===== config.mk =====
export PLATFORM = sky130hd
export DESIGN_NAME = xor_gated_counter
export DESIGN_NICKNAME = d
export VERILOG_FILES = /design/src/rtl/xcnt_pkg.sv /design/src/rtl/xcnt_rst_release.sv /design/src/rtl/xcnt_gate.sv /design/src/rtl/xcnt_bit.sv /design/src/rtl/xor_gated_counter.sv
export SDC_FILE = /design/constraint.sdc
export NUM_CORES = 1
export LEC_CHECK = 0
export BUFFER_PORTS_ARGS = -buffer_cell sky130_fd_sc_hd__buf_2
export CORE_MARGIN = 4
export CORE_UTILIZATION = 55
export DETAILED_ROUTE_END_ITERATION = 8
export PLACE_DENSITY = 0.92
export RECOVER_POWER = 100
export SLEW_MARGIN = 20
export SYNTH_ARGS = -nofsm -noshare
export SYNTH_HDL_FRONTEND = slang
export SYNTH_SLANG_ARGS = --single-unit

===== constraint.sdc =====
create_clock -name clk -period 3.5 [get_ports clk]
set_input_delay 0.525 -clock clk [delete_from_list [all_inputs] [get_ports clk]]
set_output_delay 0.525 -clock clk [all_outputs]
set_load 0.03 [all_outputs]

===== src/rtl/xcnt_pkg.sv =====
package xcnt_pkg;
  typedef enum logic {
    GATE_HOLD = 1'b0,
    GATE_GO   = 1'b1
  } gate_e;

  function automatic gate_e gate_decide(input logic start, input logic en_a, input logic en_b);
    return (start || (en_a == en_b)) ? GATE_GO : GATE_HOLD;
  endfunction
endpackage


===== src/rtl/xcnt_rst_release.sv =====
module xcnt_rst_release (
  input  logic clk,
  input  logic mrst_i,
  output logic clr_o
);
  logic clr_q;

  always_ff @(posedge clk or posedge mrst_i) begin
    if (mrst_i) clr_q <= 1'b1;
    else        clr_q <= 1'b0;
  end

  assign clr_o = clr_q;

  // the release flag lasts exactly one edge once reset is low
  assert_release_once_R2: assert property (@(posedge clk) disable iff (mrst_i)
    clr_q |=> !clr_q);
endmodule


===== src/rtl/xcnt_gate.sv =====
module xcnt_gate
  import xcnt_pkg::*;
(
  input  logic clk,
  input  logic mrst_i,
  input  logic clr_i,
  input  logic start_i,
  input  logic en_a_i,
  input  logic en_b_i,
  output logic step_o,
  output logic run_o
);
  gate_e decision;
  gate_e run_q;

  always_comb decision = gate_decide(start_i, en_a_i, en_b_i);

  assign step_o = !clr_i && (decision == GATE_GO);

  always_ff @(posedge clk or posedge mrst_i) begin
    if (mrst_i)     run_q <= GATE_GO;
    else if (clr_i) run_q <= GATE_GO;
    else            run_q <= decision;
  end

  assign run_o = (run_q == GATE_GO);

  // the flag records the decision sampled at the previous edge
  assert_flag_tracks_R8: assert property (@(posedge clk) disable iff (mrst_i)
    !clr_i |=> run_o == $past(start_i || (en_a_i == en_b_i)));
  // the start input forces a step outside the release edge
  assert_start_wins_R5: assert property (@(posedge clk) disable iff (mrst_i)
    (!clr_i && start_i) |-> step_o);
endmodule


===== src/rtl/xcnt_bit.sv =====
module xcnt_bit (
  input  logic clk,
  input  logic mrst_i,
  input  logic clr_i,
  input  logic tog_i,
  output logic q_o,
  output logic qn_o
);
  always_ff @(posedge clk or posedge mrst_i) begin
    if (mrst_i) begin
      q_o  <= 1'b0;
      qn_o <= 1'b1;
    end else if (clr_i) begin
      q_o  <= 1'b0;
      qn_o <= 1'b1;
    end else if (tog_i) begin
      q_o  <= ~q_o;
      qn_o <= ~qn_o;
    end
  end

  // the true and complement flops never agree
  assert_pair_differs_R7: assert property (@(posedge clk) q_o != qn_o);
endmodule


===== src/rtl/xor_gated_counter.sv =====
module xor_gated_counter #(
  parameter int WIDTH = 8
) (
  input  logic             clk,
  input  logic             mrst_i,
  input  logic             start_async_i,
  input  logic             sync_en_a_i,
  input  logic             sync_en_b_i,
  output logic [WIDTH-1:0] count_o,
  output logic [WIDTH-1:0] count_n_o,
  output logic             run_o
);
  localparam int CARRY_W = WIDTH + 1;

  logic               clr;
  logic               step;
  logic [CARRY_W-1:0] carry;

  xcnt_rst_release u_release (
    .clk    (clk),
    .mrst_i (mrst_i),
    .clr_o  (clr)
  );

  xcnt_gate u_gate (
    .clk     (clk),
    .mrst_i  (mrst_i),
    .clr_i   (clr),
    .start_i (start_async_i),
    .en_a_i  (sync_en_a_i),
    .en_b_i  (sync_en_b_i),
    .step_o  (step),
    .run_o   (run_o)
  );

  assign carry[0] = step;

  for (genvar i = 0; i < WIDTH; i++) begin : g_stage
    assign carry[i+1] = carry[i] & count_o[i];
    xcnt_bit u_bit (
      .clk    (clk),
      .mrst_i (mrst_i),
      .clr_i  (clr),
      .tog_i  (carry[i]),
      .q_o    (count_o[i]),
      .qn_o   (count_n_o[i])
    );
  end

  // a matched pair, or the start input, advances the count by one (wrapping, R6)
  assert_step_R3: assert property (@(posedge clk) disable iff (mrst_i)
    (!clr && (start_async_i || (sync_en_a_i == sync_en_b_i)))
      |=> count_o == WIDTH'($past(count_o) + 1'b1));
  // a mismatched pair without start holds the count
  assert_hold_R4: assert property (@(posedge clk) disable iff (mrst_i)
    (!clr && !start_async_i && (sync_en_a_i != sync_en_b_i))
      |=> count_o == $past(count_o));
  // the release edge leaves the count at zero
  assert_release_zero_R2: assert property (@(posedge clk) disable iff (mrst_i)
    clr |=> count_o == '0);
  // reset held means zero count
  assert_reset_zero_R1: assert property (@(posedge clk)
    mrst_i |-> (count_o == '0 && run_o));
  // the complement bus mirrors the count
  assert_complement_R7: assert property (@(posedge clk)
    count_n_o == ~count_o);
endmodule


; Yosys cells after proc, flatten, opt, wreduce, memory -nomap -nowiden
; Cells that the tools add are included.
[classes]
n_reduce_logical = 11
eq_ne = 1
n_bitwise = 23
mux = 34
[op_table]
columns = cell, count
row1 = 1-bit 2-to-1 mux, 34
row2 = 1-bit inverter, 16
row3 = 2-bit nonzero test, 8
row4 = 1-bit AND, 7
row5 = 1-bit equality test, 1
row6 = 1-bit logical AND, 1
row7 = 1-bit zero test, 1
row8 = 1-bit logical OR, 1
[totals]
reg_bits = 18
out_inout_bits = 17

; Longest topological paths before layout
[depth]
depth_word = 13
ltp_mapped = 4

; Cells and area by module
; Synthesis repeated with hierarchy kept, for this count alone.
[hier_totals]
cells_unflattened = 77
hier_area_um2 = 818.3
[by_module_without_submodules]
columns = mod, cells_per_inst, instances, area_per_inst_um2
row1 = xcnt_bit, 7, 8, 82.6
row2 = xor_gated_counter, 12, 1, 68.8
row3 = xcnt_gate, 6, 1, 55.1
row4 = xcnt_rst_release, 3, 1, 33.8

; Worst setup path after synthesis
; No wires, ideal clock.
[synth_path]
kind = input to register
start = in start_async_i
end = reg g_stage[7].u_bit.q_o
stages = 4
required_time_ns = 3.375
slack_ns = 1.986
arrival_ns = 1.390
path_cell_list = clkbuf_1 -> o21ai_4 -> nor2_1 -> mux2_2
[synth_between]
elab_chain_cells = 11
[synth_rtl]
columns = item, line
row1 = "start, declared", xor_gated_counter.sv:6  ; input logic start_async_i,
row2 = 1-bit logical OR, xcnt_pkg.sv:8  ; return (start || (en_a == en_b)) ? GATE_GO : GATE_HOLD;
row3 = 1-bit 2-to-1 mux, xcnt_pkg.sv:8
row4 = 1-bit logical AND, xcnt_gate.sv:18  ; assign step_o = !clr_i && (decision == GATE_GO);
row5 = 1-bit AND (7 in a row), xor_gated_counter.sv:39  ; assign carry[i+1] = carry[i] & count_o[i];
row6 = 2-bit nonzero test (no line), n/a
row7 = "end signal, assigned", xcnt_bit.sv:17  ; q_o <= ~q_o;
row8 = "end, declared", xcnt_bit.sv:6  ; output logic q_o,
; No other way between the ends.
; A chain may end at the register's enable or synchronous reset.

; Worst setup path after layout
[layout_path]
start = in sync_en_b_i
end = reg g_stage[7].u_bit.q_o
[layout_between]
elab_chain_cells = 12
[layout_rtl]
columns = item, line
row1 = "start, declared", xor_gated_counter.sv:8  ; input logic sync_en_b_i,
row2 = 1-bit equality test, xcnt_pkg.sv:8
row3 = 1-bit logical OR, xcnt_pkg.sv:8
row4 = 1-bit 2-to-1 mux, xcnt_pkg.sv:8
row5 = 1-bit logical AND, xcnt_gate.sv:18
row6 = 1-bit AND (7 in a row), xor_gated_counter.sv:39
row7 = 2-bit nonzero test (no line), n/a
; No other way between the ends.

==> summary.txt <==
Pwr
  – Leakage: 0.367 nW
  – Peak supply drop: 0.242 mV
  – Power, Total: 405 µW
  – PD cells: 439 nW/µm²

STA
  – Tcrit/Tclk final: 54.8%
  – Slew Limit Headroom: 54.8%
  – Slew @ Worst Pin: 0.673 ns
  – Setup_tns: 0 ns
  – Clk_skew: 0.00759 ns
  – Minimum clock period: 1.92 ns
  – Final Max Tran Viols: 0
  – Final setup viols: 0
  – Fmax: 522 MHz
  – RSZ-0062 raised after global routing: false
  – Hold violation count in the final report: 0
  – Setup WS post-layout: 1.58 ns

CTS
  – Worst-Skew Late Latency: 0.30 ns
  – Resize count post-CTS: 0
  – CTS Buf Count: 3
  – Postcts setup bufs: 0
  – Htree depth: 1
  – Hold-fix buffers at CTS: 0
  – Clock Pin Slew Worst Setup and Hold Paths: 0.10 ns
  – Clock sink count: 18
  – Deepest clock path buffer count: 2
  – CTS tree: built
  – Root Driver: clkbuf_4

Yosys
  – Synthesis Warnings: 0
  – Async set-reset flop share out of synthesis: 100%
  – Synthesized area: 948 µm²
  – Synthesized Nets: 90
  – Synthesized flop and latch total: 18
  – Synth Instances: 85
  – Synth top cells by count: buf_4 (16), xor2_1 (12), dfstp_2 (10), dfrtp_1 (8), nor2_1 (8)
  – EDFF count, synth: 0
  – Sequential area share after synthesis: 48.8%
  – Biggest area consumer among synthesized cells: dfstp_2
  – Largest cells by area after synthesis: dfstp_2 (28%), dfrtp_1 (21%), buf_4 (13%), xor2_1 (11%), nand2b_1 (4.0%)
  – Dominant cell by count in the synthesized netlist: buf_4
  – Top-area cell type share of the netlist area: 27.7%
  – Top FF cell, synth: dfstp_2
  – Synth cell types: 25
  – Syn Area/Cell: 11.2 µm²

Worst setup path
  – FF-to-FF End: g_stage[7].u_bit.q_o
  – Cell family contributing the most delay on the critical path: XOR/XNOR gates
  – Critical Path Start Type: primary input
  – CP max FO: 10
  – Worst r2r src: g_stage[0].u_bit.q_o
  – Worst-path cell chain: buf_2 > xnor2_1 > o21ai_0 > nor2_1 > mux2_2
  – Critical Path Stages: 5
  – CP max stage cell: xnor2_1
  – R2R setup slack: 1.89 ns
  – CP startpoint: sync_en_b_i
  – Crit path to: g_stage[7].u_bit.q_o
  – Critical path class: in -> reg
  – Critical path required time: 3.69 ns
  – WP data arrival: 2.11 ns
  – CP endpoint kind: flop
  – R2R cell count: 4
  – CP bufs+invs: 1
  – Worst path max stage delay: 0.55 ns

Floorplanning
  – Width of the die: 49.5 µm
  – Site Rows: 14
  – Height of the die: 49.5 µm
  – Core area: 1560 µm²
  – Total die area: 2450 µm²
  – Top-Level Pins: 22
  – Initial Util: 60.8%

GRT
  – Vias in the first global route: 583
  – Largest net degree at the start of global routing: 19
  – Gr ovfl total: 0
  – First-pass GRT wire length: 2540 µm
  – GRT Total Usage: 14.1%
  – Initial antenna violation count: 0

Layout
  – Share of layout cells above drive strength 1: 19.8%
  – Nets@finish: 97
  – Fill cells: 142
  – Post-layout util: 59.1%
  – P&R area growth vs syn: -2.77%
  – Ant diodes: 0

Place
  – Detailed Place HPWL: 1100 µm
  – Setup WS pre-CTS: 1.82 ns
  – Global placement routability congestion: 0.704
  – IO Port Bufs: 21

Hold path
  – Hold Path Class: in -> async

Outcome
  – Status: finished clean

Routing
  – Drt pass-1 iters: 4
  – Drt initial violations: 3
  – # DRC: 0
  – Drt total wl: 1510 µm
  – Vias per cell: 5.33
  – Via Count: 570
  – Wire length per cell: 14.1 µm
  – Post-route ant nets: 0

Flow run
  – Total of max-cap violations: 0
## state kept, by name, summed over array words and instances, names as in the netlist
signal / count
g_stage.u_bit.q_o: 8
g_stage.u_bit.qn_o: 8
u_gate.run_o: 1
u_release.clr_o: 1
## metrics by stage
step | cell area (µm²) | cells | hold WS, ns
floorplan | 948 | 85 | 0.456
global placement | 942 | 103 | 0.533
detailed placement | 942 | 103 | 0.548
CTS | 978 | 107 | 0.320
global route | 922 | 107 | 0.375
finish | 922 | 107 | 0.298
## kinds of logic (layout without fill, tap and decap cells)
family / after synthesis / after routing / share of synthesized area, %
AOI/OAI and AO/OA: 9 / 9 / 8.05
xor gates and xnor gates: 13 / 13 / 14.0
other: 1 / 1 / 0.395
muxes: 1 / 1 / 1.19
buffers and inverters: 20 / 26 / 14.2
DFF: 18 / 18 / 48.8
and+or+nand+nor: 23 / 23 / 13.3
## layout by cell type (no fill, tap or decap), drive strengths merged
cell	instances
or3b	1
nor3b	1
o21ai	4
dfrtp	8
nor2	8
mux2	1
nor2b	1
clkbuf	21
nor3	2
xor2	12
nand2b	6
o2111ai	2
and4	1
dfstp	10
a21o	1
xnor2	1
nand3	1
conb	1
or3	2
inv	1
buf	4
o211ai	2
## where the power goes
| part | switching [mW] | internal, mW |
|---|---|---|
| Combinational | 0.0339 | 0.0134 |
| Clock | 0.0652 | 0.0635 |
| Sequential | 0.00971 | 0.220 |
## per-layer routing
metal / vias to the layer above / GRT usage [%] / routed length (µm)
met3: 5 / 3.92 / 93
met2: 16 / 22.7 / 727
met1: 278 / 15.6 / 639
met5: - / 0 / 0
li1: 271 / - / -
met4: 0 / 11.1 / 53
## layout make-up
class / instances / area (µm²) / area share, %
clock buffer: 4 / 36.3 / 3.93
multi-input combinational: 47 / 315 / 34.2
timing repair buffer: 21 / 83.8 / 9.09
tap: 16 / 20.0 / 2.17
inverter: 1 / 3.75 / 0.407
sequential: 18 / 463 / 50.2
## how the worst min path moves through the flow
| stage | startpoint | endpoint | slack, ns |
|---|---|---|---|
| 2_1_floorplan | mrst_i | g_stage[0].u_bit.q_o | 0.46 |
| 3_3_place_gp | g_stage[3].u_bit.q_o | g_stage[3].u_bit.q_o | 0.53 |
| 3_5_place_dp | g_stage[3].u_bit.q_o | g_stage[3].u_bit.q_o | 0.55 |
| 4_1_cts | mrst_i | g_stage[0].u_bit.q_o | 0.32 |
| 5_1_grt | mrst_i | g_stage[3].u_bit.q_o | 0.37 |
| 6_report | mrst_i | g_stage[3].u_bit.q_o | 0.30 |
Note: power is estimated with default switching activity, not from simulation.
